<file path="src/rtl/dram_req_sched.sv">
module dram_req_sched #(
  parameter int DEPTH     = 8,
  parameter int BANK_W    = 3,
  parameter int ROW_W     = 14,
  parameter int COL_W     = 10,
  parameter int TAG_W     = 4,
  parameter int AGE_LIMIT = 64,
  localparam int BANKS    = 1 << BANK_W,
  localparam int IDX_W    = $clog2(DEPTH),
  localparam int CNT_W    = $clog2(DEPTH + 1),
  localparam int AGE_W    = $clog2(AGE_LIMIT + 2)
) (
  input  logic                   clk,
  input  logic                   rst_n,
  input  logic                   req_valid,
  input  logic                   req_write,
  input  logic [BANK_W-1:0]      req_bank,
  input  logic [ROW_W-1:0]       req_row,
  input  logic [COL_W-1:0]       req_col,
  input  logic [TAG_W-1:0]       req_tag,
  output logic                   req_ready,
  input  logic                   close_page,
  input  logic [BANKS-1:0]       bank_open,
  input  logic [BANKS*ROW_W-1:0] bank_row,
  input  logic                   allow_pre,
  input  logic                   allow_act,
  input  logic                   allow_rd,
  input  logic                   allow_wr,
  output logic                   cmd_valid,
  output logic [1:0]             cmd_type,
  output logic [BANK_W-1:0]      cmd_bank,
  output logic [ROW_W-1:0]       cmd_row,
  output logic [COL_W-1:0]       cmd_col,
  output logic                   cmd_autopre,
  output logic                   done_valid,
  output logic [TAG_W-1:0]       done_tag
);

  localparam logic [1:0] C_PRE = 2'd0, C_ACT = 2'd1, C_RD = 2'd2, C_WR = 2'd3;

  logic              q_v   [DEPTH];
  logic              q_w   [DEPTH];
  logic [BANK_W-1:0] q_bank[DEPTH];
  logic [ROW_W-1:0]  q_row [DEPTH];
  logic [COL_W-1:0]  q_col [DEPTH];
  logic [TAG_W-1:0]  q_tag [DEPTH];
  logic [AGE_W-1:0]  q_age [DEPTH];
  logic [CNT_W-1:0]  cnt;

  logic              n_v   [DEPTH];
  logic              n_w   [DEPTH];
  logic [BANK_W-1:0] n_bank[DEPTH];
  logic [ROW_W-1:0]  n_row [DEPTH];
  logic [COL_W-1:0]  n_col [DEPTH];
  logic [TAG_W-1:0]  n_tag [DEPTH];
  logic [AGE_W-1:0]  n_age [DEPTH];

  logic [1:0]        need  [DEPTH];
  logic [DEPTH-1:0]  hit, rdy;
  logic [3:0]        allow_vec;
  logic              rdh_f, wrh_f, urgent, go, pop, push, shared;
  logic [IDX_W-1:0]  rdh_i, wrh_i, sel;
  logic [CNT_W-1:0]  pos;

  assign allow_vec = {allow_wr, allow_rd, allow_act, allow_pre};
  assign req_ready = cnt < CNT_W'(DEPTH);
  assign push      = req_valid && req_ready;
  assign urgent    = q_v[0] && (q_age[0] > AGE_W'(AGE_LIMIT));

  always_comb begin
    for (int i = 0; i < DEPTH; i++) begin
      hit[i]  = q_v[i] && bank_open[q_bank[i]] &&
                (bank_row[q_bank[i]*ROW_W +: ROW_W] == q_row[i]);
      need[i] = hit[i] ? (q_w[i] ? C_WR : C_RD)
                       : (bank_open[q_bank[i]] ? C_PRE : C_ACT);
      rdy[i]  = q_v[i] && allow_vec[need[i]];
    end
  end

  always_comb begin
    rdh_f = 1'b0; rdh_i = '0;
    wrh_f = 1'b0; wrh_i = '0;
    for (int i = DEPTH - 1; i >= 0; i--) begin
      if (hit[i] && rdy[i] && !q_w[i]) begin rdh_f = 1'b1; rdh_i = IDX_W'(i); end
      if (hit[i] && rdy[i] &&  q_w[i]) begin wrh_f = 1'b1; wrh_i = IDX_W'(i); end
    end
    go = 1'b0; sel = '0;
    if (urgent)     go = rdy[0];
    else if (rdh_f) begin go = 1'b1; sel = rdh_i; end
    else if (wrh_f) begin go = 1'b1; sel = wrh_i; end
    else            go = rdy[0];
  end

  always_comb begin
    shared = 1'b0;
    for (int j = 0; j < DEPTH; j++)
      if (q_v[j] && IDX_W'(j) != sel && q_bank[j] == q_bank[sel] && q_row[j] == q_row[sel])
        shared = 1'b1;
  end

  assign cmd_valid   = go;
  assign cmd_type    = need[sel];
  assign cmd_bank    = q_bank[sel];
  assign cmd_row     = q_row[sel];
  assign cmd_col     = q_col[sel];
  assign pop         = go && need[sel][1];
  assign cmd_autopre = pop && close_page && !shared;
  assign done_valid  = pop;
  assign done_tag    = q_tag[sel];
  assign pos         = cnt - CNT_W'(pop);

  always_comb begin
    for (int i = 0; i < DEPTH; i++) begin
      n_v[i] = 1'b0; n_w[i] = 1'b0; n_bank[i] = '0; n_row[i] = '0;
      n_col[i] = '0; n_tag[i] = '0; n_age[i] = '0;
      if (pop && i >= int'(sel)) begin
        if (i < DEPTH - 1) begin
          n_v[i] = q_v[i+1]; n_w[i] = q_w[i+1]; n_bank[i] = q_bank[i+1];
          n_row[i] = q_row[i+1]; n_col[i] = q_col[i+1]; n_tag[i] = q_tag[i+1];
          n_age[i] = q_age[i+1];
        end
      end else begin
        n_v[i] = q_v[i]; n_w[i] = q_w[i]; n_bank[i] = q_bank[i];
        n_row[i] = q_row[i]; n_col[i] = q_col[i]; n_tag[i] = q_tag[i];
        n_age[i] = q_age[i];
      end
      if (n_v[i] && n_age[i] <= AGE_W'(AGE_LIMIT)) n_age[i] = n_age[i] + 1'b1;
    end
    if (push) begin
      n_v[pos[IDX_W-1:0]]    = 1'b1;
      n_w[pos[IDX_W-1:0]]    = req_write;
      n_bank[pos[IDX_W-1:0]] = req_bank;
      n_row[pos[IDX_W-1:0]]  = req_row;
      n_col[pos[IDX_W-1:0]]  = req_col;
      n_tag[pos[IDX_W-1:0]]  = req_tag;
      n_age[pos[IDX_W-1:0]]  = '0;
    end
  end

  always_ff @(posedge clk) begin
    if (!rst_n) begin
      cnt <= '0;
      for (int i = 0; i < DEPTH; i++) begin
        q_v[i] <= 1'b0; q_w[i] <= 1'b0; q_bank[i] <= '0; q_row[i] <= '0;
        q_col[i] <= '0; q_tag[i] <= '0; q_age[i] <= '0;
      end
    end else begin
      cnt <= cnt + CNT_W'(push) - CNT_W'(pop);
      for (int i = 0; i < DEPTH; i++) begin
        q_v[i] <= n_v[i]; q_w[i] <= n_w[i]; q_bank[i] <= n_bank[i];
        q_row[i] <= n_row[i]; q_col[i] <= n_col[i]; q_tag[i] <= n_tag[i];
        q_age[i] <= n_age[i];
      end
    end
  end

  assert_no_overflow_R2: assert property (@(posedge clk) disable iff (!rst_n)
    cnt <= CNT_W'(DEPTH));
  assert_cmd_allowed_R7: assert property (@(posedge clk) disable iff (!rst_n)
    cmd_valid |-> allow_vec[cmd_type]);
  assert_col_on_open_row_R3: assert property (@(posedge clk) disable iff (!rst_n)
    (cmd_valid && cmd_type[1]) |->
      (bank_open[cmd_bank] && bank_row[cmd_bank*ROW_W +: ROW_W] == cmd_row));
  assert_act_closed_bank_R4: assert property (@(posedge clk) disable iff (!rst_n)
    (cmd_valid && cmd_type == C_ACT) |-> !bank_open[cmd_bank]);
  assert_open_page_R9: assert property (@(posedge clk) disable iff (!rst_n)
    !close_page |-> !cmd_autopre);
  assert_done_col_R11: assert property (@(posedge clk) disable iff (!rst_n)
    done_valid |-> (cmd_valid && cmd_type[1]));
  assert_pop_frees_R11: assert property (@(posedge clk) disable iff (!rst_n)
    (done_valid && !req_valid) |=> req_ready);

endmodule

</file>
<file path="config.mk">
export PLATFORM = sky130hd
export DESIGN_NAME = dram_req_sched
export DESIGN_NICKNAME = d
export VERILOG_FILES = /design/src/rtl/dram_req_sched.sv
export SDC_FILE = /design/constraint.sdc
export NUM_CORES = 1
export LEC_CHECK = 0
export ABC_CLOCK_PERIOD_IN_PS = 19000
export BUFFER_PORTS_ARGS = -buffer_cell sky130_fd_sc_hd__buf_4
export CAP_MARGIN = 20
export CORE_MARGIN = 2
export CORE_UTILIZATION = 53
export CTS_CLUSTER_SIZE = 24
export DETAILED_ROUTE_END_ITERATION = 8
export GPL_TIMING_DRIVEN = 0
export PLACE_DENSITY = 0.71
export REMOVE_ABC_BUFFERS = 1
export SETUP_SLACK_MARGIN = 0.1
export SLEW_MARGIN = 20
export SYNTH_ARGS = -nofsm -noshare
export SYNTH_HDL_FRONTEND = slang
export SYNTH_SLANG_ARGS = --single-unit
</file>
<file path="constraint.sdc">
create_clock -name clk -period 19 [get_ports clk]
set_clock_uncertainty 0.1 [all_clocks]
set_input_delay 3.8 -clock clk [delete_from_list [all_inputs] [get_ports clk]]
set_output_delay 3.8 -clock clk [all_outputs]
set_load 0.005 [all_outputs]
</file>
# Word level (Yosys, flattened, before mapping)
# Memory sizes are Yosys's and may differ from the RTL's.
# Index checks and enable logic that the tools add are counted.
totals:
  regBits: 4
  latchBits: 0
  ramBits: 320
  mem_bits_ro: 0
  input_bits: 160
  output_inout_bits: 37
  elab_cells: 517
  mem_count: 7
classes:
  add_sub_neg: 11
  n_mul: 8
  div_mod_pow: 0
  magnitude_cmp: 36
  n_eq_ne: 31
  n_shift: 8
  mux: 251
  bitwise: 61
  n_reduce_logical: 103
memory_table:
  columns: ["name", "words", "width", "rd", "rd_clocked_by_memory_dff", "write_ports", "line_no", "text"]
  rows:
  - ["q_row", 8, 14, 9, 0, 8, "44", "logic [ROW_W-1:0] q_row [DEPTH];"]
  - ["q_col", 8, 10, 9, 0, 8, "45", "logic [COL_W-1:0] q_col [DEPTH];"]
  - ["q_age", 8, 7, 8, 0, 8, "47", "logic [AGE_W-1:0] q_age [DEPTH];"]
  - ["q_tag", 8, 4, 9, 0, 8, "46", "logic [TAG_W-1:0] q_tag [DEPTH];"]
  - ["q_bank", 8, 3, 9, 0, 8, "43", "logic [BANK_W-1:0] q_bank[DEPTH];"]
  - ["q_v", 8, 1, 8, 0, 8, "41", "logic q_v [DEPTH];"]
  - ["1 more memories", null, null, null, null, null, null, null]
ops:
  columns: ["op", "count"]
  rows:
  - ["112-bit by 8-bit variable part select with 14-bit output", 8]
  - ["14-bit 2-to-1 mux", 17]
  - ["14-bit == test", 16]
  - ["7-bit 2-to-1 mux", 25]
  - ["10-bit 2-to-1 mux", 17]
  - ["112-bit bitwise mux", 1]
  - ["112-bit 2-to-1 mux", 1]
  - ["3-bit 2-to-1 mux", 36]
  - ["1-bit 2-to-1 mux", 94]
  - ["1-bit logical AND", 93]
  - ["80-bit bitwise mux", 1]
  - ["80-bit 2-to-1 mux", 1]
  - ["4-bit 2-to-1 mux", 17]
  - ["7-bit by 1-bit adder with 7-bit output (second input constant)", 8]
  - ["56-bit bitwise AND", 1]
  - ["7-bit <= comparator (second input constant)", 8]
  - ["56-bit 2-to-1 mux", 1]
  - ["56-bit NOT", 1]
  - ["1-bit bitwise OR", 56]
  - ["3-bit by 3-bit multiplier with 6-bit output (second input constant)", 8]
  - ["14-bit demux with 3-bit select", 1]
  - ["32-bit bitwise mux", 1]
  - ["3-bit by 4-bit less-than comparator with 1-bit output (second input constant)", 8]
  - ["32-bit 2-to-1 mux", 1]
  - ["other kinds (32)", 88]

# Depth between registers and ports, before layout
# An unclocked memory read counts as a cell.
logic_depth:
  word_depth: 37
  ltp_mapped: 30
  depth_no_buf: 23

# Worst setup path after synthesis
# OpenSTA, ideal clock, no wires.
synth_path:
  path_kind: "input-to-output"
  startpoint: "in bank_row[88]"
  endpoint: "out cmd_autopre"
  arrival_time_ps: 8362
  t_required_ps: 15100
  path_slack_ps: 6738
  stages: 19
  path_cell_list: "mux4_2 > mux2i_1 > xor2_1 > o221ai_1 > or4b_4 > or4_4 > and3_1 > nand2_1 > buf_2 > nor4_1 > or4_1 > o21a_1 > or2_1 > buf_2 > xnor2_1 > or4_1 > nor4_1 > a211oi_1 > o2111a_1"
synth_between:
  elab_chain_cells: 34
  elab_cells_between_ends: 184
  classes_between: "eq/ne: 31; shift: 8; mux: 73; bitwise: 1; reduce/logical: 69; memory: 2"
synth_rtl:
  columns: ["item", "line_no", "text"]
  rows:
  - ["from (decl)", "24", "input logic [BANKS*ROW_W-1:0] bank_row,"]
  - ["parallel branches: the longest is 33 deep, another holds 112-bit by 8-bit variable part select with 14-bit output", null, null]
  - ["1-bit logical AND (*)", "107", "assign cmd_autopre = pop && close_page && !shared;"]
  - ["to (decl)", "34", "output logic cmd_autopre,"]
# Every way passes the cells marked *. The select of a mux whose other input is x is not followed.

# Worst setup path in the final report
layout_path:
  startpoint: "in bank_row[53]"
  endpoint: "out cmd_autopre"
# Same word-level chain as after synthesis.

==> impl_metrics.yaml <==
cts:
  htreeDepth: 2
  clock_latency_ns: 0.54
  cts_tree: "yes"
  postCtsSetupBuffers: 0
  clockBufferDepth: 3
  clk_pin_slew_ns: 0.06
  cts_hold_buffers: 0
  ctsResizeCount: 0
  cts.sinks: 324
  cts-buffers-inserted: 34
  root_buffer: "clkbuf_16"
sta:
  maxSlewViolCount: 0
  finalSetupViolCount: 0
  finalSetupTns_ns: 0
  fin_crit_ns: 15.84
  rsz0062_at_grt: "no"
  fmax_mhz: 63.1
  tightest_slew_ns: 1.26
  fin_crit_sh_pct: 83.4
  hold_violations: 0
  relSlewSlack_pct: 15.6
status:
  status: "complete, no violations"
layout:
  layout-drive-gt1-share_pct: 16.8
  utilization_pct: 59.9
  fillers: 5168
  final_nets: 3794
  synthToLayoutAreaGrowth_pct: 11.8
  design_area_um2: 33800
worst_setup_path:
  rr_endpoint: "q_age[0][10]$_SDFF_PN0_"
  critPathLaunchType: "input pin"
  required_ns: 15.10
  cp_slowest_stage_delay_ns: 1.18
  cp.arrival_ns: 11.94
  ff2ff_path_depth: 23
  r2r_setup_slack_ns: 8.81
  crit_buf_inv: 4
  worstPathCellList: "buf_4 -> mux4_2 -> mux2i_1 -> xor2_1 -> nand3_1 -> nor4_2 -> nand3_1 -> nor3b_1 -> o31ai_2 -> a21oi_4 -> nor2_4 -> buf_16 -> buf_16 -> a211oi_1 -> and2_1 -> xor2_1 -> a2111oi_1 -> nand4_1 -> o22ai_1 -> a211oi_1 -> o2111a_1 -> buf_4"
  crit_fanout: 25
  r2r_start: "q_bank[6][2]$_SDFF_PN0_"
  slowest_stage: "nor4_2"
  end_kind: "output port"
  cpLargestDelayFamily: "simple AND/OR/NAND/NOR gates"
  worst-setup-path-type: "in2out"
route:
  wirelength_mm: 148
  drc: 0
  post_drt_wl_per_cell_um: 33.7
  antenna_left: 0
  vias_per_cell: 7.36
  drt_first_pass_iters: 9
  drt-initial-drc-count: 4568
  vias: 32300
place:
  place.gp.congestion: 1.08
  hpwl_mm: 109
  port_buffers: 196
  post_dp_cell_area_um2: 32600
grt:
  grt_usage_pct: 48.6
  grt_first_pass_wirelength_mm: 212
  grt_overflow: 0
  grt_max_degree: 99
  grt_pass1_vias: 30500
  antenna_found_initial: 7
floorplan:
  rows: 87
  ios: 197
  start_util_pct: 53.5
  coreArea_um2: 56400
  die_x_um: 243
  die_height_um: 243
  dieArea_um2: 58900
yosys:
  avgSynthCellArea_um2: 8.29
  syn_inst: 3642
  async_flop_share_pct: 0
  synth.ff_latch_count: 324
  synth_cell_types: 118
  synth-seq-area-share_pct: 21.5
  netlist_area_um2: 30200
  synth_flop_cell: "dfxtp_1"
  synth_edf_count: 0
  ys_warn_count: 0
hold_path:
  min_path_type: "reg2reg"
  whs_endpoint: "q_col[7][0]$_SDFF_PN0_"
  hold_depth: 2
  min_from: "q_col[7][0]$_SDFF_PN0_"
pwr:
  finalPower_mw: 2.59
  irDropWorstVdd_uv: 100
  power.density_cell_area_nw_per_um2: 76.7
  p_leak_nw: 11.8
run:
  cap_violations: 0
worst max path at each step:
stage	start	end	slack [ns]	cells past startpoint
6_report	bank_row[53]	cmd_autopre	3.16	22
5_1_grt	bank_row[53]	cmd_autopre	3.16	22
4_1_cts	bank_row[104]	cmd_autopre	3.54	22
3_5_place_dp	bank_row[104]	cmd_autopre	3.55	22
3_3_place_gp	bank_row[47]	cmd_autopre	1.12	20
2_1_floorplan	bank_row[88]	cmd_autopre	5.51	17
worst register-to-register path, stage by stage (launching register included):
cell and delay [ns]:
dfxtp_1 1.11, clkinv_1 0.93, mux2i_1 0.53, xor2_1 0.69
o211ai_1 0.25, nor4_2 0.48, o2111ai_1 0.30, a211oi_1 0.71
nor2_1 0.38, nor2_1 0.24, o21ai_1 0.38, or3_1 0.59
nand2_2 0.50, buf_12 0.28, inv_1 0.18, ha_1 0.22
ha_1 0.21, xnor2_1 0.52, nand3_4 0.47, buf_16 0.35
nand2_1 0.33, nor3_1 0.08, a21oi_1 0.19, nand2_1 0.06
area by class of cell:
type / count / area (µm²) / area share, %
Tap cell: 756 / 946 / 2.80
Timing Repair Buffer: 258 / 2780 / 8.23
Multi-Input combinational cell: 2902 / 22000 / 65.3
Clock inverter: 8 / 93.8 / 0.278
Clock buffer: 51 / 1020 / 3.02
Sequential cell: 324 / 6530 / 19.3
Inverter: 91 / 347 / 1.03
Antenna cell: 2 / 5.00 / 0.0148
layer usage:
layer | track usage [%] | up-vias | wire, µm
met4 | 37.7 | 6 | 14300
met1 | 58.0 | 15400 | 52000
met5 | 0 | - | 42
met3 | 15.8 | 726 | 20100
li1 | - | 13700 | -
met2 | 72.3 | 2543 | 61700
through the flow:
stage / setup WS [ns] / hold slack, ns / cells
floorplan: 5.51 / 0.359 / 3317
global route: 3.16 / 0.413 / 4392
detailed placement: 3.55 / 0.378 / 4330
CTS: 3.54 / 0.386 / 4389
finish: 3.16 / 0.386 / 4392
global placement: 1.12 / 0.374 / 4269
cells in the final DEF, fill, tap and decap left out, drive strengths merged, types with 47 or more instances in the layout:
cell type and instances:
nand2 380, mux2i 407, a311oi 87, dfxtp 324, clkbuf 51, xnor2 118, mux2 71, nand3 107
o21ai 85, nor3 47, inv 88, xor2 87, a21oi 133, nor2 371, nand4 53, mux4 112
buf 258, nor4 54, a211oi 142, a22oi 52
cells in the mapped netlist, types with 52 or more instances:
library cell    n  area share [%]
a211oi_1      139             3.5
a21oi_1       131             2.2
a22oi_1        52             1.3
a311oi_1       87             2.5
buf_2          58            0.96
clkbuf_1      168             2.1
dfxtp_1       324              21
inv_1          87             1.1
mux2_2         70             2.6
mux2i_1       406              13
mux4_2        112             8.4
nand2_1       378             4.7
nand3_1       104             1.7
nand4_1        52             1.1
nor2_1        366             4.6
o21ai_0        71             1.2
xnor2_1       118             3.4
xor2_1         87             2.5
power breakdown:
group	switching (mW)	internal, mW
combinational	0.631	0.404
sequential	0.131	0.737
clock	0.287	0.398
logic make-up after synthesis:
group,synth area share (%)
flip-flops,21.5
AND/OR/NAND/NOR,20.1
buffers and inverters,6.36
XOR/XNOR,5.95
adder cells (fa/ha/maj),0.978
multiplexers,24.5
AO/OA/AOI/OAI,20.6
sequential cells by signal, indices dropped and copies added (netlist names):
register / cells
q_v: 8
q_tag: 32
q_bank: 24
q_row: 112
q_w: 8
q_col: 80
cnt: 4
q_age: 56
Note: power is estimated with default switching activity, not from simulation.
